[src/rtl/obj_scan_pkg.sv]
package obj_scan_pkg;
  localparam int BYTES_PER_OBJ = 4;
  localparam int BYTE_W        = 8;

  typedef enum logic {SC_IDLE, SC_SCAN} scan_state_e;

  // One object table entry; byte 0 (vertical position) in the low bits.
  typedef struct packed {
    logic [BYTE_W-1:0] xpos;
    logic [BYTE_W-1:0] attr;
    logic [BYTE_W-1:0] tile;
    logic [BYTE_W-1:0] ypos;
  } obj_entry_t;
endpackage

[src/rtl/obj_cpu_port.sv]
module obj_cpu_port #(
  parameter int PTR_W = 8
) (
  input  logic             clk,
  input  logic             rst_n,
  input  logic             ptr_we,
  input  logic [PTR_W-1:0] ptr_wdata,
  input  logic             data_we,
  output logic [PTR_W-1:0] ptr
);
  logic [PTR_W-1:0] ptr_d;

  always_comb begin
    ptr_d = ptr;
    if (ptr_we)       ptr_d = ptr_wdata;
    else if (data_we) ptr_d = ptr + 1'b1;
  end

  always_ff @(posedge clk or negedge rst_n) begin
    if (!rst_n) ptr <= '0;
    else        ptr <= ptr_d;
  end

  // a data write alone advances the pointer by one, wrapping
  a_r2_post_increment: assert property (@(posedge clk) disable iff (!rst_n)
    (data_we && !ptr_we) |=> (ptr == PTR_W'($past(ptr) + 1'b1)));

  // a pointer write wins and loads the value given
  a_r2_pointer_load: assert property (@(posedge clk) disable iff (!rst_n)
    ptr_we |=> (ptr == $past(ptr_wdata)));
endmodule

[src/rtl/obj_primary_ram.sv]
module obj_primary_ram
  import obj_scan_pkg::*;
#(
  parameter int N_OBJ = 64,
  parameter int PTR_W = 8,
  parameter int IDX_W = 6
) (
  input  logic                      clk,
  input  logic                      wr_en,
  input  logic [PTR_W-1:0]          wr_addr,
  input  logic [BYTE_W-1:0]         wr_data,
  input  logic [PTR_W-1:0]          rd_addr,
  output logic [BYTE_W-1:0]         rd_data,
  input  logic [IDX_W-1:0]          obj_idx,
  output obj_entry_t                obj_out
);
  localparam int DEPTH = N_OBJ * BYTES_PER_OBJ;

  logic [BYTE_W-1:0] mem [DEPTH];

  // Storage array: no reset, contents defined by processor writes.
  always_ff @(posedge clk) begin
    if (wr_en) mem[wr_addr] <= wr_data;
  end

  assign rd_data = mem[rd_addr];

  // Whole-entry read port for the scan: four bytes of one entry at once.
  generate
    for (genvar b = 0; b < BYTES_PER_OBJ; b++) begin : g_entry_byte
      assign obj_out[BYTE_W*b +: BYTE_W] = mem[{obj_idx, 2'(b)}];
    end
  endgenerate
endmodule

[src/rtl/obj_scan_ctrl.sv]
module obj_scan_ctrl
  import obj_scan_pkg::*;
#(
  parameter int N_OBJ  = 64,
  parameter int SLOTS  = 8,
  parameter int IDX_W  = 6,
  parameter int CNT_W  = 4,
  parameter int SLOT_W = 3
) (
  input  logic              clk,
  input  logic              rst_n,
  input  logic              start,
  input  logic [BYTE_W-1:0] line,
  input  logic              tall,
  input  logic              prerender,
  input  obj_entry_t        obj,
  output logic [IDX_W-1:0]  obj_idx,
  output logic              wr_en,
  output logic [SLOT_W-1:0] wr_slot,
  output logic [CNT_W-1:0]  count,
  output logic              overflow,
  output logic              done
);
  localparam int SUM_W = BYTE_W + 1;

  scan_state_e       state_q, state_d;
  logic [IDX_W-1:0]  idx_q, idx_d;
  logic [CNT_W-1:0]  cnt_q, cnt_d;
  logic [BYTE_W-1:0] line_q, line_d;
  logic              tall_q, tall_d;
  logic              ovf_q, ovf_d;
  logic              done_q, done_d;

  logic [SUM_W-1:0]  y_ext, l_ext, span, y_lim;
  logic              hit, full, last;

  // Span test in 9 bits so that Y + height never wraps.
  assign y_ext = {1'b0, obj.ypos};
  assign l_ext = {1'b0, line_q};
  assign span  = tall_q ? SUM_W'(16) : SUM_W'(8);
  assign y_lim = y_ext + span;
  assign hit   = (l_ext >= y_ext) && (l_ext < y_lim);
  assign full  = (cnt_q == CNT_W'(SLOTS));
  assign last  = (idx_q == IDX_W'(N_OBJ - 1));

  assign wr_en   = (state_q == SC_SCAN) && hit && !full;
  assign wr_slot = cnt_q[SLOT_W-1:0];

  always_comb begin
    state_d = state_q;
    idx_d   = idx_q;
    cnt_d   = cnt_q;
    line_d  = line_q;
    tall_d  = tall_q;
    ovf_d   = ovf_q;
    done_d  = 1'b0;
    if (prerender) ovf_d = 1'b0;
    unique case (state_q)
      SC_IDLE: begin
        if (start) begin
          state_d = SC_SCAN;
          idx_d   = '0;
          cnt_d   = '0;
          line_d  = line;
          tall_d  = tall;
        end
      end
      SC_SCAN: begin
        if (hit && full) begin
          ovf_d   = 1'b1;
          done_d  = 1'b1;
          state_d = SC_IDLE;
        end else begin
          if (hit) cnt_d = cnt_q + 1'b1;
          if (last) begin
            done_d  = 1'b1;
            state_d = SC_IDLE;
          end else begin
            idx_d = idx_q + 1'b1;
          end
        end
      end
      default: state_d = SC_IDLE;
    endcase
  end

  always_ff @(posedge clk or negedge rst_n) begin
    if (!rst_n) begin
      state_q <= SC_IDLE;
      idx_q   <= '0;
      cnt_q   <= '0;
      line_q  <= '0;
      tall_q  <= 1'b0;
      ovf_q   <= 1'b0;
      done_q  <= 1'b0;
    end else begin
      state_q <= state_d;
      idx_q   <= idx_d;
      cnt_q   <= cnt_d;
      line_q  <= line_d;
      tall_q  <= tall_d;
      ovf_q   <= ovf_d;
      done_q  <= done_d;
    end
  end

  assign obj_idx  = idx_q;
  assign count    = cnt_q;
  assign overflow = ovf_q;
  assign done     = done_q;

  // the count never passes the number of slots
  a_r5_count_bound: assert property (@(posedge clk) disable iff (!rst_n)
    count <= CNT_W'(SLOTS));

  // overflow only rises together with the end of a scan
  a_r5_overflow_ends_scan: assert property (@(posedge clk) disable iff (!rst_n)
    $rose(overflow) |-> done);

  // done lasts a single cycle
  a_r6_done_pulse: assert property (@(posedge clk) disable iff (!rst_n)
    done |=> !done);

  // the count grows by at most one per clock
  a_r4_count_step: assert property (@(posedge clk) disable iff (!rst_n)
    (state_q == SC_SCAN) |=> (count == $past(count)) || (count == CNT_W'($past(count) + 1'b1)));

  // the pre-render strobe clears overflow unless a new overflow ends a scan
  a_r8_prerender_clear: assert property (@(posedge clk) disable iff (!rst_n)
    prerender |=> (!overflow || done));

  // a start during a scan leaves the captured line alone
  a_r9_start_ignored: assert property (@(posedge clk) disable iff (!rst_n)
    (state_q == SC_SCAN && start) |=> (line_q == $past(line_q)));
endmodule

[src/rtl/obj_sec_buf.sv]
module obj_sec_buf
  import obj_scan_pkg::*;
#(
  parameter int SLOTS   = 8,
  parameter int SLOT_W  = 3,
  parameter int RADDR_W = 5
) (
  input  logic               clk,
  input  logic               rst_n,
  input  logic               clear,
  input  logic               wr_en,
  input  logic [SLOT_W-1:0]  wr_slot,
  input  obj_entry_t         wr_obj,
  input  logic [RADDR_W-1:0] raddr,
  output logic [BYTE_W-1:0]  rdata
);
  localparam int NBYTES = SLOTS * BYTES_PER_OBJ;

  logic [BYTE_W-1:0] buf_q [NBYTES];
  logic [BYTE_W-1:0] buf_d [NBYTES];

  always_comb begin
    buf_d = buf_q;
    if (clear) begin
      for (int i = 0; i < NBYTES; i++) buf_d[i] = '1;
    end else if (wr_en) begin
      for (int b = 0; b < BYTES_PER_OBJ; b++)
        buf_d[{wr_slot, 2'(b)}] = wr_obj[BYTE_W*b +: BYTE_W];
    end
  end

  // Line table storage: defined by the clear strobe, not by reset.
  always_ff @(posedge clk) begin
    buf_q <= buf_d;
  end

  assign rdata = buf_q[raddr];

  // a clear leaves the first and last bytes at all ones
  a_r7_clear_fill: assert property (@(posedge clk) disable iff (!rst_n)
    clear |=> (buf_q[0] == '1) && (buf_q[NBYTES-1] == '1));

  // a slot that is not written and not cleared keeps its bytes
  a_r4_slot_hold: assert property (@(posedge clk) disable iff (!rst_n)
    (!clear && !wr_en) |=> $stable(buf_q[0]));
endmodule

[src/rtl/obj_line_scan.sv]
module obj_line_scan
  import obj_scan_pkg::*;
#(
  parameter int N_OBJ = 64,
  parameter int SLOTS = 8,
  localparam int PTR_W   = $clog2(N_OBJ * BYTES_PER_OBJ),
  localparam int IDX_W   = $clog2(N_OBJ),
  localparam int CNT_W   = $clog2(SLOTS + 1),
  localparam int SLOT_W  = $clog2(SLOTS),
  localparam int RADDR_W = $clog2(SLOTS * BYTES_PER_OBJ)
) (
  input  logic               clk,
  input  logic               rst_n,
  input  logic               cpu_ptr_we,
  input  logic [PTR_W-1:0]   cpu_ptr_wdata,
  input  logic               cpu_data_we,
  input  logic [7:0]         cpu_data_wdata,
  output logic [7:0]         cpu_data_rdata,
  input  logic               line_start,
  input  logic [7:0]         line_num,
  input  logic               tall_sel,
  input  logic               sec_clear,
  input  logic               prerender,
  input  logic [RADDR_W-1:0] sec_raddr,
  output logic [7:0]         sec_rdata,
  output logic [CNT_W-1:0]   hit_count,
  output logic               overflow,
  output logic               done
);
  // Reset: asserted asynchronously, released on the clock.
  logic rst_meta, rst_sync_n;
  always_ff @(posedge clk or negedge rst_n) begin
    if (!rst_n) begin
      rst_meta   <= 1'b0;
      rst_sync_n <= 1'b0;
    end else begin
      rst_meta   <= 1'b1;
      rst_sync_n <= rst_meta;
    end
  end

  logic [PTR_W-1:0]  ptr;
  logic [IDX_W-1:0]  obj_idx;
  obj_entry_t        obj;
  logic              sec_we;
  logic [SLOT_W-1:0] sec_slot;

  obj_cpu_port #(.PTR_W(PTR_W)) u_port (
    .clk       (clk),
    .rst_n     (rst_sync_n),
    .ptr_we    (cpu_ptr_we),
    .ptr_wdata (cpu_ptr_wdata),
    .data_we   (cpu_data_we),
    .ptr       (ptr)
  );

  obj_primary_ram #(.N_OBJ(N_OBJ), .PTR_W(PTR_W), .IDX_W(IDX_W)) u_ram (
    .clk     (clk),
    .wr_en   (cpu_data_we),
    .wr_addr (ptr),
    .wr_data (cpu_data_wdata),
    .rd_addr (ptr),
    .rd_data (cpu_data_rdata),
    .obj_idx (obj_idx),
    .obj_out (obj)
  );

  obj_scan_ctrl #(
    .N_OBJ(N_OBJ), .SLOTS(SLOTS), .IDX_W(IDX_W), .CNT_W(CNT_W), .SLOT_W(SLOT_W)
  ) u_ctrl (
    .clk       (clk),
    .rst_n     (rst_sync_n),
    .start     (line_start),
    .line      (line_num),
    .tall      (tall_sel),
    .prerender (prerender),
    .obj       (obj),
    .obj_idx   (obj_idx),
    .wr_en     (sec_we),
    .wr_slot   (sec_slot),
    .count     (hit_count),
    .overflow  (overflow),
    .done      (done)
  );

  obj_sec_buf #(.SLOTS(SLOTS), .SLOT_W(SLOT_W), .RADDR_W(RADDR_W)) u_sec (
    .clk     (clk),
    .rst_n   (rst_sync_n),
    .clear   (sec_clear),
    .wr_en   (sec_we),
    .wr_slot (sec_slot),
    .wr_obj  (obj),
    .raddr   (sec_raddr),
    .rdata   (sec_rdata)
  );
endmodule

[config.mk]
export PLATFORM = sky130hd
export DESIGN_NAME = obj_line_scan
export DESIGN_NICKNAME = d
export VERILOG_FILES = /design/src/rtl/obj_scan_pkg.sv /design/src/rtl/obj_cpu_port.sv /design/src/rtl/obj_primary_ram.sv /design/src/rtl/obj_scan_ctrl.sv /design/src/rtl/obj_sec_buf.sv /design/src/rtl/obj_line_scan.sv
export SDC_FILE = /design/constraint.sdc
export NUM_CORES = 2
export LEC_CHECK = 0
export ABC_CLOCK_PERIOD_IN_PS = 4990
export BUFFER_PORTS_ARGS = -buffer_cell sky130_fd_sc_hd__clkbuf_2
export CAP_MARGIN = 40
export CORE_MARGIN = 5
export CORE_UTILIZATION = 55
export DETAILED_ROUTE_END_ITERATION = 12
export PLACE_DENSITY = 0.71
export SYNTH_ARGS = -nofsm -noshare
export SYNTH_HDL_FRONTEND = slang
export SYNTH_HIERARCHICAL = 1
export SYNTH_SLANG_ARGS = --single-unit
[constraint.sdc]
create_clock -name clk -period 4.99 [get_ports clk]
set_input_delay 1.497 -clock clk [delete_from_list [all_inputs] [get_ports clk]]
set_output_delay 1.497 -clock clk [all_outputs]
set_load 0.05 [all_outputs]
==> results_dict.tcl <==
set metrics [dict create \
    skew_ps 37.0 \
    layout-drive-gt1-share_pct 41.9 \
    portBuffers 58 \
    ys_seq_elements 2336 \
    r2r-end "u_sec/buf_q[216]$_SDFFE_PP1P_" \
    synth_cells 5859 \
    layout_commonest_cell "edfxtp_1" \
    wirelength_mm 406 \
    gr-usage-met1_pct 51.8 \
    period_minus_slack_ps 5580 \
    cp-startpoint "u_ctrl/obj_idx[0]$_DFFE_PN0P_" \
    ys.flop_type "edfxtp_1" \
    cts-buffers-inserted 233 \
    dp.cells 8950 \
    rsz0062_at_grt "true" \
    grt_max_degree 124 \
    p_sw_share_pct 36.1 \
    grt_pass1_wl_mm 555 \
    p_leak_uw 0.0428 \
    grt_pass1_vias 68500 \
    hold_path_class "flop to async pin" \
    synth_top_family_by_area "multiplexers" \
    synth-simple-area-share_pct 4.21 \
    gp_congestion 1.03 \
    avgSynthCellArea_sq_um 18.5 \
    synthArstFlopShare_pct 1.37 \
    cts_hold_buf 0 \
    pwr-share-comb_pct 42.5 \
    start_util_pct 55.2 \
    ant_nets 0 \
    setup_viol 277 \
    cts_buffer_depth 3 \
    syn-num-nets 5916 \
    final-max-slew-violation-count 0 \
    muxShareOfSynthArea_pct 26.1 \
    grtUsageTotal_pct 39.2 \
    drtIter0Drc 12500 \
    cts.clk_slew.worst_paths_ps 70 \
    synth_enable_flop_cells 2048 \
    hold_viol 0 \
    fin_crit_sh_pct 112 \
    clkLatencyLatePin_ps 880 \
    fin_ws_ps -594 \
    met2_usage_pct 55.8 \
    p_int_uw 45100 \
    synth_top_area_share_pct 56.6 \
    drt_pass1_iterations 6 \
    max_clock_freq_mhz 179 \
    synth_area_leaders "edfxtp_1 57%, mux4_2 24%, dfxtp_1 4.7%, a211o_1 2.1%, mux2i_1 1.3%" \
    grt_overflow_total 0 \
    antenna_found_initial 41 \
    synth.largest_area_cell "edfxtp_1" \
    status "finished with violations" \
    yosysSeqAreaShare_pct 62.1 \
    io_pins 59 \
    r2r_setup_slack_ps -590 \
    htreeDepth 4 \
    cts_root_buf "clkbuf_16" \
    power.share.sequential_pct 31.8 \
    via_per_inst 7.40 \
    dp_slack_ps -579 \
    crit_end "u_sec/buf_q[216]$_SDFFE_PP1P_" \
    num_rows 163 \
    layout_common_cells "2048 x edfxtp_1, 1173 x mux4_2, 817 x buf_4" \
    syn2layout_area_growth_pct 19.9 \
    wire_per_inst_um 42.6 \
    utilization_pct 66.2 \
    worstReg2RegStart "u_ctrl/obj_idx[0]$_DFFE_PN0P_" \
    top_usage_layer "met2" \
    synth_area_sq_um 109000 \
    die_area_sq_um 206000 \
    p_clk_share_pct 25.6 \
    cp-end-kind "flop" \
    p_sw_uw 25500 \
    slew_headroom_pct 35.2 \
    irDropWorstVdd_mv 0.437 \
    violations "negative setup slack" \
    dp.final_hpwl_mm 281 \
    cp_max_fo 8 \
    yosys.area_share.xor_xnor_pct 0.0645 \
    synth-compound-area-share_pct 5.00 \
    vias 70700 \
    synthAdderAreaFrac_pct 0.237 \
    die_h_um 454 \
    num-nets-final 6742 \
    use_met3_pct 15.1 \
    drv_cap 0 \
    cts_tree "yes" \
    stdcell_count 9549 \
    coreArea_sq_um 197000 \
    critical_path_required_ps 5740 \
    path_class "flop to flop" \
    drcViolationCount 0 \
    die_x_um 454 \
    powerDensity_nw_per_um2 543 \
    tightest_slew_ps 946 \
    worstPathArrival_ps 6340 \
    synth_cell_types 78 \
    synth_warnings 6 \
    reg2regPathDepth 20 \
    cts.sinks 2336 \
    start_kind "flop" \
]
==> through the flow <==
step,total power [uW],area (sq um),hold slack (ps),TNS (ps)
2_1_floorplan,38000,109000,331,-23960
3_3_place_gp,49100,118000,335,-132810
3_5_place_dp,49400,119000,342,-118970
4_1_cts,69200,129000,346,-108820
5_1_grt,71900,130000,368,-157360
6_report,70600,130000,334,-135150
==> how the worst min path moves through the flow <==
stage / slack [ps] / end / startpoint / cells after the start
5_1_grt: 370 / rst_meta$_DFF_PN0_ / rst_n / 1
3_5_place_dp: 340 / rst_sync_n$_DFF_PN0_ / rst_meta$_DFF_PN0_ / 0
6_report: 330 / u_ctrl/overflow$_DFF_PN0_ / rst_sync_n$_DFF_PN0_ / 1
4_1_cts: 350 / rst_meta$_DFF_PN0_ / rst_n / 1
2_1_floorplan: 330 / rst_sync_n$_DFF_PN0_ / rst_meta$_DFF_PN0_ / 0
3_3_place_gp: 330 / rst_sync_n$_DFF_PN0_ / rst_meta$_DFF_PN0_ / 0
==> cells in the mapped netlist (8+ instances only) <==
| cell type | number |
|---|---|
| mux2i_1 | 142 |
| o221ai_1 | 32 |
| buf_4 | 32 |
| edfxtp_1 | 2048 |
| mux4_2 | 1173 |
| nor3_1 | 28 |
| a211oi_1 | 18 |
| and3_1 | 8 |
| clkbuf_1 | 316 |
| ha_1 | 19 |
| o22ai_1 | 23 |
| o21a_1 | 8 |
| o21ai_0 | 20 |
| nand2_1 | 134 |
| a21oi_1 | 48 |
| a31oi_1 | 10 |
| buf_6 | 16 |
| dfrtp_1 | 32 |
| buf_1 | 52 |
| nand3_1 | 69 |
| a211o_1 | 256 |
| a22o_1 | 39 |
| and2_1 | 156 |
| nand4_1 | 23 |
| buf_2 | 124 |
| nor4_1 | 18 |
| a22oi_1 | 145 |
| nand2b_1 | 14 |
| a221oi_1 | 30 |
| nor2_1 | 285 |
| nor2b_1 | 125 |
| mux2_2 | 42 |
| inv_1 | 21 |
| dfxtp_1 | 256 |
==> routing by layer <==
layer / vias to the layer above / routed length (um)
met1: 36400 / 133000
li1: 26500 / -
met3: 1202 / 65800
met2: 6537 / 175000
met5: - / 106
met4: 16 / 31700
==> worst max-delay path, stage by stage (launching register included) <==
cell	delay (ps)
dfrtp_4	580
buf_16	160
buf_12	150
mux4_2	570
mux4_2	640
mux4_2	580
ha_4	300
a21o_1	120
nand2_1	70
xnor2_1	140
ha_1	330
a22oi_2	180
nand2_2	90
o211ai_4	200
and4_4	320
buf_6	120
nor4bb_4	190
buf_6	200
clkbuf_16	190
nor2b_1	50
a211o_1	240
==> registers in the layout, summed over array words and instances (netlist names) <==
name / cells
rst_meta: 1
u_ctrl/count: 4
u_ctrl/state_q: 1
u_ram/mem: 2048
u_ctrl/line_q: 8
u_ctrl/done: 1
u_ctrl/overflow: 1
u_ctrl/tall_q: 1
u_port/ptr: 8
u_sec/buf_q: 256
rst_sync_n: 1
u_ctrl/obj_idx: 6
==> area by class of cell <==
cell class                      instances  area [sq um]
Clock buffer                          287          6150
Fill cell                           12900         66600
Inverter                               21          81.3
Antenna cell                           26          65.1
Tap cell                             2640          3300
Multi-Input combinational cell       2961         39900
Clock inverter                        146          1610
Sequential cell                      2336         67500
Timing Repair Buffer                 1132         11600
==> logic make-up (layout without fill, tap and decap cells) <==
kind of cell,Yosys count,count (layout)
DFF,2336,2336
muxes,1357,1357
and+or+nand+nor,896,897
AOI/OAI and AO/OA,678,678
buffers and inverters,563,1586
adders and majority gates,20,20
xor gates and xnor gates,8,8
other,1,27
==> what timing repair did <==
action	CTS	global route
gates resized for setup	259	133
pin swaps	91	83
setup buffers	97	26
gates cloned	28	14
endpoints found under the setup margin	275	283
==> power groups by stage <==
stage | combinational [uW] | clock [uW] | sequential (uW)
after floorplan | 15400 | 0 | 22600
after global placement | 26300 | 0 | 22800
after detailed placement | 26500 | 0 | 22900
after CTS | 28600 | 18200 | 22500
after global routing | 30300 | 19000 | 22500
final | 30100 | 18100 | 22500
(Power assumes the default switching activity.)
